**src/rtl/i2s_rj_pkg.sv**
```systemverilog
package i2s_rj_pkg;

   typedef enum logic {
      WL_NARROW = 1'b0,
      WL_WIDE   = 1'b1
   } wlen_e;

   // number of payload bits carried for a given width mode
   function automatic int payload_bits(input wlen_e mode, input int narrow, input int wide);
      return (mode == WL_WIDE) ? wide : narrow;
   endfunction

endpackage

```
**src/rtl/rj_frame_tracker.sv**
```systemverilog
module rj_frame_tracker
   import i2s_rj_pkg::*;
#(
   parameter int SLOT_BITS = 32,
   localparam int FRAME_BITS = 2 * SLOT_BITS,
   localparam int CW = $clog2(FRAME_BITS)
) (
   input  logic          clk,
   input  logic          rst_n,
   input  logic          ws,
   input  logic          wide_sel,
   output logic [CW-1:0] pos,
   output wlen_e         mode_q,
   output logic          locked
);

   localparam logic [CW-1:0] LAST_POS = CW'(FRAME_BITS - 1);

   logic ws_prev;
   logic seen;
   logic frame_start;

   assign frame_start = seen & ws_prev & ~ws;

   always_ff @(posedge clk or negedge rst_n) begin
      if (!rst_n) begin
         ws_prev <= 1'b1;
         seen    <= 1'b0;
         pos     <= '0;
         mode_q  <= WL_WIDE;
         locked  <= 1'b0;
      end else begin
         seen    <= 1'b1;
         ws_prev <= ws;
         if (frame_start) begin
            pos    <= '0;
            mode_q <= wlen_e'(wide_sel);
            locked <= 1'b1;
         end else if (pos == LAST_POS) begin
            pos <= '0;
         end else begin
            pos <= pos + 1'b1;
         end
      end
   end

endmodule

```
**src/rtl/rj_tap_chain.sv**
```systemverilog
module rj_tap_chain #(
   parameter int DEPTH = 40
) (
   input  logic             clk,
   input  logic             rst_n,
   input  logic             din,
   output logic [DEPTH-1:0] taps
);

   for (genvar s = 0; s < DEPTH; s++) begin : g_stage
      logic src;
      if (s == 0) begin : g_head
         assign src = din;
      end else begin : g_body
         assign src = taps[s-1];
      end
      always_ff @(posedge clk or negedge rst_n) begin
         if (!rst_n) taps[s] <= 1'b0;
         else        taps[s] <= src;
      end
   end

endmodule

```
**src/rtl/rj_out_lane.sv**
```systemverilog
module rj_out_lane
   import i2s_rj_pkg::*;
#(
   parameter int SLOT_BITS   = 32,
   parameter int PAD_BITS    = 8,
   parameter int WIDE_BITS   = 24,
   parameter int NARROW_BITS = 16,
   localparam int CW = $clog2(2 * SLOT_BITS)
) (
   input  logic          clk,
   input  logic          rst_n,
   input  logic [CW-1:0] pos,
   input  wlen_e         mode_q,
   input  logic          locked,
   input  logic          tap_bit,
   output logic          o_bck,
   output logic          o_dat,
   output logic          o_lat
);

   logic          in_window;
   logic [CW-1:0] rel;
   logic [CW-1:0] data_end;
   logic          in_payload;
   logic          gate_q;

   assign in_window  = (pos >= CW'(SLOT_BITS));
   assign rel        = pos - CW'(SLOT_BITS);
   assign data_end   = CW'(PAD_BITS + payload_bits(mode_q, NARROW_BITS, WIDE_BITS));
   assign in_payload = in_window && (rel >= CW'(PAD_BITS)) && (rel < data_end);

   // launch on the falling edge so the gate never changes while clk is high
   always_ff @(negedge clk or negedge rst_n) begin
      if (!rst_n) begin
         gate_q <= 1'b0;
         o_dat  <= 1'b0;
         o_lat  <= 1'b0;
      end else begin
         gate_q <= locked & in_window;
         o_dat  <= locked & in_payload & tap_bit;
         o_lat  <= locked & ~in_window;
      end
   end

   assign o_bck = clk & gate_q;

endmodule

```
**src/rtl/i2s_dual_rj.sv**
```systemverilog
module i2s_dual_rj
   import i2s_rj_pkg::*;
#(
   parameter int SLOT_BITS   = 32,
   parameter int PAD_BITS    = 8,
   parameter int WIDE_BITS   = 24,
   parameter int NARROW_BITS = 16
) (
   input  logic bclk,
   input  logic rst_n,
   input  logic ws,
   input  logic sd,
   input  logic wide_sel,
   output logic l_bck,
   output logic l_dat,
   output logic l_lat,
   output logic r_bck,
   output logic r_dat,
   output logic r_lat
);

   localparam int CW        = $clog2(2 * SLOT_BITS);
   localparam int RIGHT_TAP = PAD_BITS - 1;
   localparam int LEFT_TAP  = RIGHT_TAP + SLOT_BITS;
   localparam int DEPTH     = LEFT_TAP + 1;
   localparam int LANES     = 2;

   if (PAD_BITS + WIDE_BITS != SLOT_BITS) begin : g_bad_fill
      $error("pad plus wide sample must fill one slot exactly");
   end
   if (NARROW_BITS >= WIDE_BITS || NARROW_BITS < 1) begin : g_bad_narrow
      $error("narrow width must be positive and below the wide width");
   end
   if (PAD_BITS < 1) begin : g_bad_pad
      $error("pad field needs at least one bit");
   end

   logic [CW-1:0]    pos;
   wlen_e            mode_q;
   logic             locked;
   logic [DEPTH-1:0] taps;
   logic [LANES-1:0] bck_v, dat_v, lat_v;

   rj_frame_tracker #(.SLOT_BITS(SLOT_BITS)) i_track (
      .clk      (bclk),
      .rst_n    (rst_n),
      .ws       (ws),
      .wide_sel (wide_sel),
      .pos      (pos),
      .mode_q   (mode_q),
      .locked   (locked)
   );

   rj_tap_chain #(.DEPTH(DEPTH)) i_chain (
      .clk   (bclk),
      .rst_n (rst_n),
      .din   (sd),
      .taps  (taps)
   );

   // lane 0 = left (deep tap), lane 1 = right (shallow tap)
   for (genvar g = 0; g < LANES; g++) begin : g_lane
      localparam int TAP = (g == 0) ? LEFT_TAP : RIGHT_TAP;
      rj_out_lane #(
         .SLOT_BITS   (SLOT_BITS),
         .PAD_BITS    (PAD_BITS),
         .WIDE_BITS   (WIDE_BITS),
         .NARROW_BITS (NARROW_BITS)
      ) i_lane (
         .clk     (bclk),
         .rst_n   (rst_n),
         .pos     (pos),
         .mode_q  (mode_q),
         .locked  (locked),
         .tap_bit (taps[TAP]),
         .o_bck   (bck_v[g]),
         .o_dat   (dat_v[g]),
         .o_lat   (lat_v[g])
      );
   end

   assign l_bck = bck_v[0];
   assign l_dat = dat_v[0];
   assign l_lat = lat_v[0];
   assign r_bck = bck_v[1];
   assign r_dat = dat_v[1];
   assign r_lat = lat_v[1];

endmodule

```
**config.mk**
```make
export PLATFORM = sky130hd
export DESIGN_NAME = i2s_dual_rj
export DESIGN_NICKNAME = d
export VERILOG_FILES = /design/src/rtl/i2s_rj_pkg.sv /design/src/rtl/rj_frame_tracker.sv /design/src/rtl/rj_tap_chain.sv /design/src/rtl/rj_out_lane.sv /design/src/rtl/i2s_dual_rj.sv
export SDC_FILE = /design/constraint.sdc
export NUM_CORES = 1
export LEC_CHECK = 0
export BUFFER_PORTS_ARGS = -buffer_cell sky130_fd_sc_hd__buf_4
export CAP_MARGIN = 20
export CORE_MARGIN = 2
export CORE_UTILIZATION = 45
export CTS_CLUSTER_DIAMETER = 200
export CTS_CLUSTER_SIZE = 8
export DETAILED_ROUTE_END_ITERATION = 10
export HOLD_SLACK_MARGIN = 0.02
export SYNTH_ARGS = -nofsm -noshare
export SYNTH_HDL_FRONTEND = slang
export SYNTH_SLANG_ARGS = --single-unit
```
**constraint.sdc**
```tcl
create_clock -name bclk -period 1.4 [get_ports bclk]
set_clock_uncertainty 0.05 [all_clocks]
set_input_delay 0 -clock bclk [delete_from_list [all_inputs] [get_ports bclk]]
set_output_delay 0 -clock bclk [all_outputs]
set_load 0.05 [all_outputs]
```
# Yosys cells after proc, flatten, opt, wreduce, memory -nomap -nowiden
# Cells that the tools add are included.
# W data, S select, Z words.
# word_totals
regBits	54
output_inout_bits	6
# op_classes
add_sub_neg	3
magnitude_cmp	3
n_eq_ne	1
mux	3
bitwise_logic	10
reduce_logical	2
# ops
op	count
$mux W6	2
$and A1 B1 Y1	8
$add A5 B6 Y6 const A	1
$add A6 B1 Y6 const B	1
$eq A6 B6 Y1 const B	1
$ge A6 B4 Y1 const B	1
$ge A6 B6 Y1 const B	1
$lt A6 B6 Y1	1
$sub A6 B6 Y6 const B	1
$mux W4	1
$logic_and A1 B1 Y1	2
$not A1 Y1	2

# Longest topological paths before layout
# Gate-level depths: netlist of run 1.
# logic_depth
ltp_word	6
ltp_mapped	4
depth_no_buf	4

# By module
# Synthesis of run 1 repeated with hierarchy kept, for this count alone.
# unflattened
hier_cells	142
area_unflattened_um2	2015.7
# by_module_without_submodules
mod	n_inst	cells_per_inst	area_per_inst_um2	seq_area_each_um2
rj_tap_chain	1	79	1293.7	1001.0
rj_frame_tracker	1	35	399.1	252.7
rj_out_lane	2	14	161.4	75.1

==> results of run 1 <==
[synth_stat cells]
master,n,area (um^2)
a21oi_1,1,5.00
mux2_2,1,11.3
dfrtn_1,4,100
nor2b_1,1,6.26
ha_1,3,37.5
and2_1,3,18.8
nor2_1,6,22.5
inv_1,2,7.51
nand2_1,5,18.8
xor2_1,2,17.5
nor4_1,2,12.5
dfstp_2,2,52.6
buf_4,2,15.0
nand3_1,2,10.0
or3_1,1,6.26
nand2b_1,1,6.26
xnor2_1,1,8.76
dfrtp_1,48,1200
o21ai_0,2,10.0
nand3b_1,1,7.51
o21a_1,2,15.0
conb_1,1,3.75
[kinds of logic after synthesis]
kind of cell    synth area share
simple gates              0.0683
other cells              0.00235
fa+ha+maj                 0.0236
flops                      0.849
compound gates            0.0188
buf+inv                   0.0141
xor+xnor                  0.0165
mux                      0.00706
[registers in the layout, summed over array words and instances, names as in the netlist]
register,flops
i_chain.g_stage.src,39
i_track.pos,6
g_lane.i_lane.o_dat,2
g_lane.i_lane.gate_q,1
g_lane.i_lane.o_lat,1
i_chain.taps,1
i_track.locked,1
i_track.mode_q,1
i_track.seen,1
i_track.ws_prev,1
[tightest hold or removal path: stages]
cell	delay, ns
dlygate4sd3_1	0.52
buf_4	0.14
buf_4	0.41
[area by class of cell]
class / count / area, um^2 / share of cell area
Timing Repair Buffer: 22 / 206 / 0.102
Tap cell: 46 / 57.6 / 0.0286
Inverter: 2 / 7.51 / 0.00373
Sequential cell: 54 / 1350 / 0.672
Clock inverter: 2 / 13.8 / 0.00683
Multi-Input combinational cell: 35 / 231 / 0.115
Clock buffer: 16 / 144 / 0.0714
[what timing repair did]
action / in CTS / in global routing
endpoints found under the hold margin: 61 / 0
endpoints found under the setup margin: 11 / 13
pin swaps: 1 / 1
hold buffers: 6 / 0
setup buffers: 2 / 1
resized for setup: 12 / 5
[through the flow]
stage | utilization | hold slack, ns | setup slack [ns]
after floorplan | - | -0.346 | -0.514
after global placement | 0.524 | -0.191 | -0.538
after detailed placement | 0.524 | -0.189 | -0.597
after CTS | 0.595 | 0.0932 | -0.658
after global routing | 0.599 | 0.112 | -0.681
final | 0.599 | 0.107 | -0.645
[worst paths after layout]
path | startpoint | to | cells past startpoint
min | rst_n | i_chain.g_stage[2].src | 3
max | g_lane[1].i_lane.gate_q | l_bck | 3
min reg2reg | i_chain.g_stage[37].src | i_chain.g_stage[38].src | 0
min in group bclk | sd | i_chain.g_stage[1].src | 2
max in group asynchronous | rst_n | i_track.locked | 3
max reg2reg | i_track.mode_q | g_lane[1].i_lane.o_dat | 4
[report_power, final]
part	internal [uW]	leakage, uW	switching (uW)	total [uW]
Sequential	1700	0.000635	69.0	1770
Clock	409	0.0000923	535	944
Combinational	198	0.000197	210	408
Total	2310	0.000924	814	3120
[routing by layer]
layer	routed length [um]	GRT usage
met5	0	0
met4	62	0.144
met3	129	0.0982
met2	1050	0.161
met1	1130	0.183
==> metrics, run 1 <==
crit-path cells=and2_4, clkbuf_8, buf_8; HP Class=in2async; critical path fanouts, max=2; Cell Count, Final, Fillers Out=177; crit path capture type=output port; clock transition at the registers of the reported paths=0.15 ns; row cnt=21; Routed Antenna Nets=0; PwrDens=1550 nW/um^2; RSZ-0062 raised after global routing=yes; IO Count=11; Syn Nets=101; TritonCTS clock tree=built; # Max-Cap Violations=0; DR vias/cell=4.61; Crit path required time=1.35 ns; Setup TNS=-4.45 ns; Diodes inserted=0; mapped cell area=1590 um^2; Total Routing Usage GR=0.147; fin. max-slew vios=0; Peak supply drop=0.739 mV; outcome=finished, violations left; share of post-route cells with drive strength above 1=0.305; Seq/Total Area, Yosys=0.849; routed length per placed instance=13.4 um; placed instance area=1760 um^2; violated checks=setup timing; HPWL Detailed=1230 um; # fillers=271; Die ar.=4030 um^2; crit path kind=reg2out; Initial Util=0.474; core box area=3360 um^2; placed insts=153; commonest cells after routing, fill and taps aside=dfrtp_1 (48), clkbuf_4 (11), buf_4 (9); critical path arrival=1.99 ns; Die X=63.5 um; Final WS setup=-0.645 ns; initial antenna violation count=0; Final GP Congestion=0.663; CP startpoint kind=flop; Pre-Repair DR Iteration Count=4; port bufs=10; Worst-Skew Late Latency=0.47 ns; R2R Setup Slk=-0.61 ns; post-synthesis register bit count=54; P_leak=0.000924 uW; GRT overflow=0; Cell variety after synth=22; endpoints failing setup=11; Syn Inst Count=93; WL final=2370 um; vias=816; P&R area growth vs syn=26.4%; commonest non-fill, non-tap cell in the layout=dfrtp_1; WP buf/inv=2; total power draw=3120 uW; Final Instance Area=2010 um^2; number of global-route vias before repair=853; Synth Warn #=0; CP delay by family, top=flip-flops; height of the die=63.5 um; Synth Area per Inst=17.1 um^2; Nets=138; DR iter-0 viols=13; first-pass GRT wire length=3970 um; final hold viol count=0; DRC Markers=0; Worst path max stage delay=0.43 ns; largest net degree at the start of global routing=41; CP max-delay cell=dfrtn_1
No activity file was read; power rests on OpenSTA's default activity.
==> inputs of run 2 (changes only) <==
Settings changed: CELL_PAD_IN_SITES_DETAIL_PLACEMENT from default to 0, CELL_PAD_IN_SITES_GLOBAL_PLACEMENT from default to 1, CTS_BUF_LIST from default to sky130_fd_sc_hd__clkbuf_8, PLACE_DENSITY_LB_ADDON from default to 0.1.
==> metrics, run 2 (same netlist as run 1, synthesis figures left out) <==
RSZ-0062 raised after global routing=yes; port bufs=10 (unchanged); R2R Path End=g_lane[1].i_lane.o_dat; critical path arrival=1.66 ns (-0.33 ns); commonest non-fill, non-tap cell in the layout=dfrtp_1; max FFs per register=39 (unchanged); most frequent CP cell=o21a_1; number of global-route vias before repair=883 (+3.5%); Worst-Skew Late Latency=0.41 ns (-0.06 ns); vias=780 (-4.4%); first-pass GRT wire length=3970 um (unchanged); placed instance area=1750 um^2 (-0.43%); final hold viol count=0 (unchanged); DR iter-0 viols=49 (+36); CP max-delay cell=dfstp_2; P&R area growth vs syn=30.1%; Diodes inserted=0 (unchanged); GRT overflow=0 (unchanged); commonest cells after routing, fill and taps aside=dfrtp_1 (48), clkbuf_8 (11), buf_4 (9); # fillers=271 (unchanged); Final GP Congestion=0.644 (-2.9%); endpoints failing setup=10 (-1); fin. max-slew vios=0 (unchanged); R2R cell count=4 (unchanged); initial antenna violation count=0 (unchanged); critical path fanouts, max=3 (+1); crit path capture type=flop; clock transition at the registers of the reported paths=0.09 ns (-0.06 ns); crit path kind=reg2reg; R2R Setup Slk=-0.59 ns (+0.02 ns); outcome=finished, violations left; share of post-route cells with drive strength above 1=0.297 (-0.00847); TritonCTS clock tree=built; P_leak=0.000949 uW (+2.7%); WL final=2210 um (-6.8%); Nets=135 (-2.2%); core box area=3360 um^2 (unchanged); IO Count=11 (unchanged); height of the die=63.5 um (unchanged); CP startpoint kind=flop; crit-path cells=ha_1, o21a_1, o21a_1, nor4_1; Die X=63.5 um (unchanged); Crit path required time=1.07 ns (-0.28 ns); Final Instance Area=2070 um^2 (+2.9%); row cnt=21 (unchanged); Worst path max stage delay=0.55 ns (+0.12 ns); Peak supply drop=0.881 mV (+19%); violated checks=setup timing; Initial Util=0.474 (unchanged); Die ar.=4030 um^2 (unchanged); Routed Antenna Nets=0 (unchanged); PwrDens=1750 nW/um^2 (+13%); HP Class=in2async; largest net degree at the start of global routing=43 (+4.9%); Total Routing Usage GR=0.153 (+0.00617); DRC Markers=0 (unchanged); # Max-Cap Violations=0 (unchanged); Pre-Repair DR Iteration Count=4 (unchanged); FF-to-FF Start=i_track.mode_q; Final WS setup=-0.591 ns (+0.0535 ns); Finished Core Util=0.616 (+0.0175); DR vias/cell=4.48 (-2.8%); final hold slack=0.0582 ns (-0.0485 ns); HPWL Detailed=1170 um (-4.7%); routed length per placed instance=12.7 um (-5.1%)
run 2: per-stage QoR:
step	setup slack [ns]	total power, uW	std cells	setup TNS [ns]
after floorplan	-0.514	2040	93	-1.49
after global placement	-0.538	2170	152	-1.28
after detailed placement	-0.589	2180	152	-1.41
after CTS	-0.591	3690	173	-3.95
after global routing	-0.668	3870	174	-4.37
final	-0.591	3630	174	-3.88
run 2: routing by layer:
layer	GRT usage	routed length [um]	vias to the layer above
met1	0.175	1030	385
met5	0	0	-
li1	-	-	362
met4	0.166	80	0
met3	0.104	143	8
met2	0.175	958	25
run 2: final cells by class:
class	count	area [um^2]	share of cell area
Timing Repair Buffer	19	174	0.0839
Sequential cell	54	1350	0.653
Inverter	2	7.51	0.00362
Multi-Input combinational cell	35	229	0.110
Clock inverter	3	40.0	0.0193
Tap cell	46	57.6	0.0278
Clock buffer	15	211	0.102
run 2: worst max path at each step:
stage,from,endpoint,slack (ns)
after floorplan,i_track.mode_q,g_lane[1].i_lane.o_dat,-0.51
after global placement,i_track.mode_q,g_lane[0].i_lane.o_dat,-0.54
after detailed placement,i_track.mode_q,g_lane[0].i_lane.o_dat,-0.59
after CTS,i_track.mode_q,g_lane[1].i_lane.o_dat,-0.59
after global routing,i_track.mode_q,g_lane[1].i_lane.o_dat,-0.67
final,i_track.mode_q,g_lane[1].i_lane.o_dat,-0.59
run 2: critical path: cells and delay by family (launching register included):
kind | cells | cell delay [ns]
flops | 1 | 0.55
simple gates | 1 | 0.18
fa+ha+maj | 1 | 0.22
compound gates | 2 | 0.30
run 2: report_power, final:
group | leakage, uW | internal (uW) | switching [uW]
clock | 0.000134 | 913 | 555
sequential | 0.000635 | 1700 | 68.8
combinational | 0.000180 | 187 | 206
total | 0.000949 | 2800 | 830
run 2: timing repair:
action | 4_1_cts | 5_1_grt
endpoints found under the setup margin | 11 | 11
endpoints found under the hold margin | 60 | 0
pin swaps | 2 | 1
resized for setup | 10 | 3
buffers inserted | 0 | 2
hold buffers | 5 | 0
==> inputs of run 3 (changes only) <==
==> constraint.sdc (replaced) <==
create_clock -name bclk -period 1.4 [get_ports bclk]
set_clock_uncertainty 0.05 [all_clocks]
set_input_delay 0.21 -clock bclk [delete_from_list [all_inputs] [get_ports bclk]]
set_output_delay 0.21 -clock bclk [all_outputs]
set_load 0.05 [all_outputs]
==> metrics, run 3 (same netlist as run 1, synthesis figures left out) <==
outcome=finished, violations left; violated checks=setup timing; DRC Markers=0 (unchanged); share of post-route cells with drive strength above 1=0.323 (+0.0257); P_leak=0.000912 uW (-3.8%); Initial Util=0.474 (unchanged); HP Class=in2async; Nets=131 (-3.0%); routed length per placed instance=13.1 um (+3.1%); R2R cell count=4 (unchanged); DR iter-0 viols=32 (-35%); IO Count=11 (unchanged); P_sw=818 uW (-1.4%); port bufs=10 (unchanged); R2R Path End=g_lane[0].i_lane.o_dat; GRT overflow=0 (unchanged); endpoints failing setup=11 (+1); commonest cells after routing, fill and taps aside=dfrtp_1 (48), clkbuf_8 (10), buf_4 (9); final hold viol count=0 (unchanged); row cnt=21 (unchanged); Int Pwr=2450 uW (-13%); R2R Setup Slk=-0.59 ns (about the same); crit path kind=reg2out; critical path fanouts, max=2 (-1); largest net degree at the start of global routing=43 (unchanged); Worst-Skew Late Latency=0.40 ns (about the same); Pre-Repair DR Iteration Count=4 (unchanged); TritonCTS clock tree=built; clock transition at the registers of the reported paths=0.09 ns (about the same); number of global-route vias before repair=872 (-1.2%); vias=762 (-2.3%); RSZ-0062 raised after global routing=yes; height of the die=63.5 um (unchanged); Total Routing Usage GR=0.143 (-0.0103); critical path arrival=1.92 ns (+0.26 ns); combinational share of power=0.131 (+0.023); DR vias/cell=4.48 (about the same); clock share of power=0.323 (-0.081); crit path capture type=output port; Final WS setup=-0.781 ns (-0.190 ns); fin. max-slew vios=0 (unchanged); Finished Core Util=0.606 (-0.0108); Die X=63.5 um (unchanged); core box area=3360 um^2 (unchanged); Place WS=-0.586 ns (+0.00330 ns); FF-to-FF Start=i_track.mode_q; P&R area growth vs syn=27.8%; Final GP Congestion=0.634 (-1.6%); Peak supply drop=0.885 mV (+0.44%); Diodes inserted=0 (unchanged); commonest non-fill, non-tap cell in the layout=dfrtp_1; Routed Antenna Nets=0 (unchanged); # Max-Cap Violations=0 (unchanged); CP startpoint kind=flop; PwrDens=1600 nW/um^2 (-8.4%); max FFs per register=39 (unchanged); Crit path required time=1.14 ns (+0.07 ns); HPWL Detailed=1280 um (+9.5%); Die ar.=4030 um^2 (unchanged); initial antenna violation count=0 (unchanged); placed insts=152 (unchanged); Sequential Power Share=0.546 (+0.059); sw frac=0.250 (+0.0217); WL final=2230 um (+0.72%); Cell Count, Final, Fillers Out=170 (-2.3%); first-pass GRT wire length=3950 um (-0.53%)
## run 3: through the flow
stage                     hold slack (ns)  setup TNS [ns]  power [uW]  cell area (um^2)
after detailed placement           0.0145           -2.37        2210              1770
after floorplan                    -0.136           -2.71        2050              1620
after CTS                           0.118           -5.31        3290              2010
after global placement             0.0154           -2.20        2190              1770
final                               0.128           -5.20        3270              2040
after global routing                0.134           -5.65        3470              2040
## run 3: final cells by class
| type | count | area [um^2] |
|---|---|---|
| flip-flops and latches | 54 | 1350 |
| fillers | 283 | 1330 |
| multi-input cells | 35 | 263 |
| repair buffers | 19 | 175 |
| clock buffers | 12 | 168 |
| well taps | 46 | 57.6 |
| clock inverters | 2 | 12.5 |
| inverters | 2 | 7.51 |
## run 3: per-layer routing
layer	GRT usage	vias up	routed length (um)
li1	-	352	-
met1	0.179	385	1040
met2	0.175	17	1010
met3	0.0786	8	121
met4	0.122	0	59
met5	0	-	0
## run 3: worst max path at each step
stage | from | slack (ns) | endpoint | cells past startpoint
CTS | g_lane[1].i_lane.gate_q | -0.80 | l_bck | 3
floorplan | i_track.mode_q | -0.52 | g_lane[0].i_lane.o_dat | 4
detailed placement | i_track.mode_q | -0.59 | g_lane[1].i_lane.o_dat | 4
global placement | i_track.mode_q | -0.54 | g_lane[0].i_lane.o_dat | 4
finish | g_lane[1].i_lane.gate_q | -0.78 | r_bck | 3
global route | g_lane[1].i_lane.gate_q | -0.83 | r_bck | 3
## run 3: power by group through the flow
stage / combinational [uW] / sequential, uW / clock [uW]
floorplan: 201 / 1830 / 25.3
global placement: 361 / 1800 / 24.4
detailed placement: 374 / 1810 / 24.4
CTS: 400 / 1790 / 1100
global route: 492 / 1800 / 1180
finish: 429 / 1780 / 1060
## run 3: critical path, stage by stage (launching register included)
cell      delay [ns]
dfrtn_1         0.40
and2_4          0.15
clkbuf_8        0.12
buf_8           0.13
## run 3: what timing repair did
| action | in CTS | in global routing |
|---|---|---|
| pin swaps | 1 | 1 |
| resized for setup | 10 | 6 |
| buffers inserted | 2 | 1 |
| endpoints found under the hold margin | 54 | 0 |
| setup endpoints to repair | 11 | 12 |
| hold buffers | 4 | 0 |
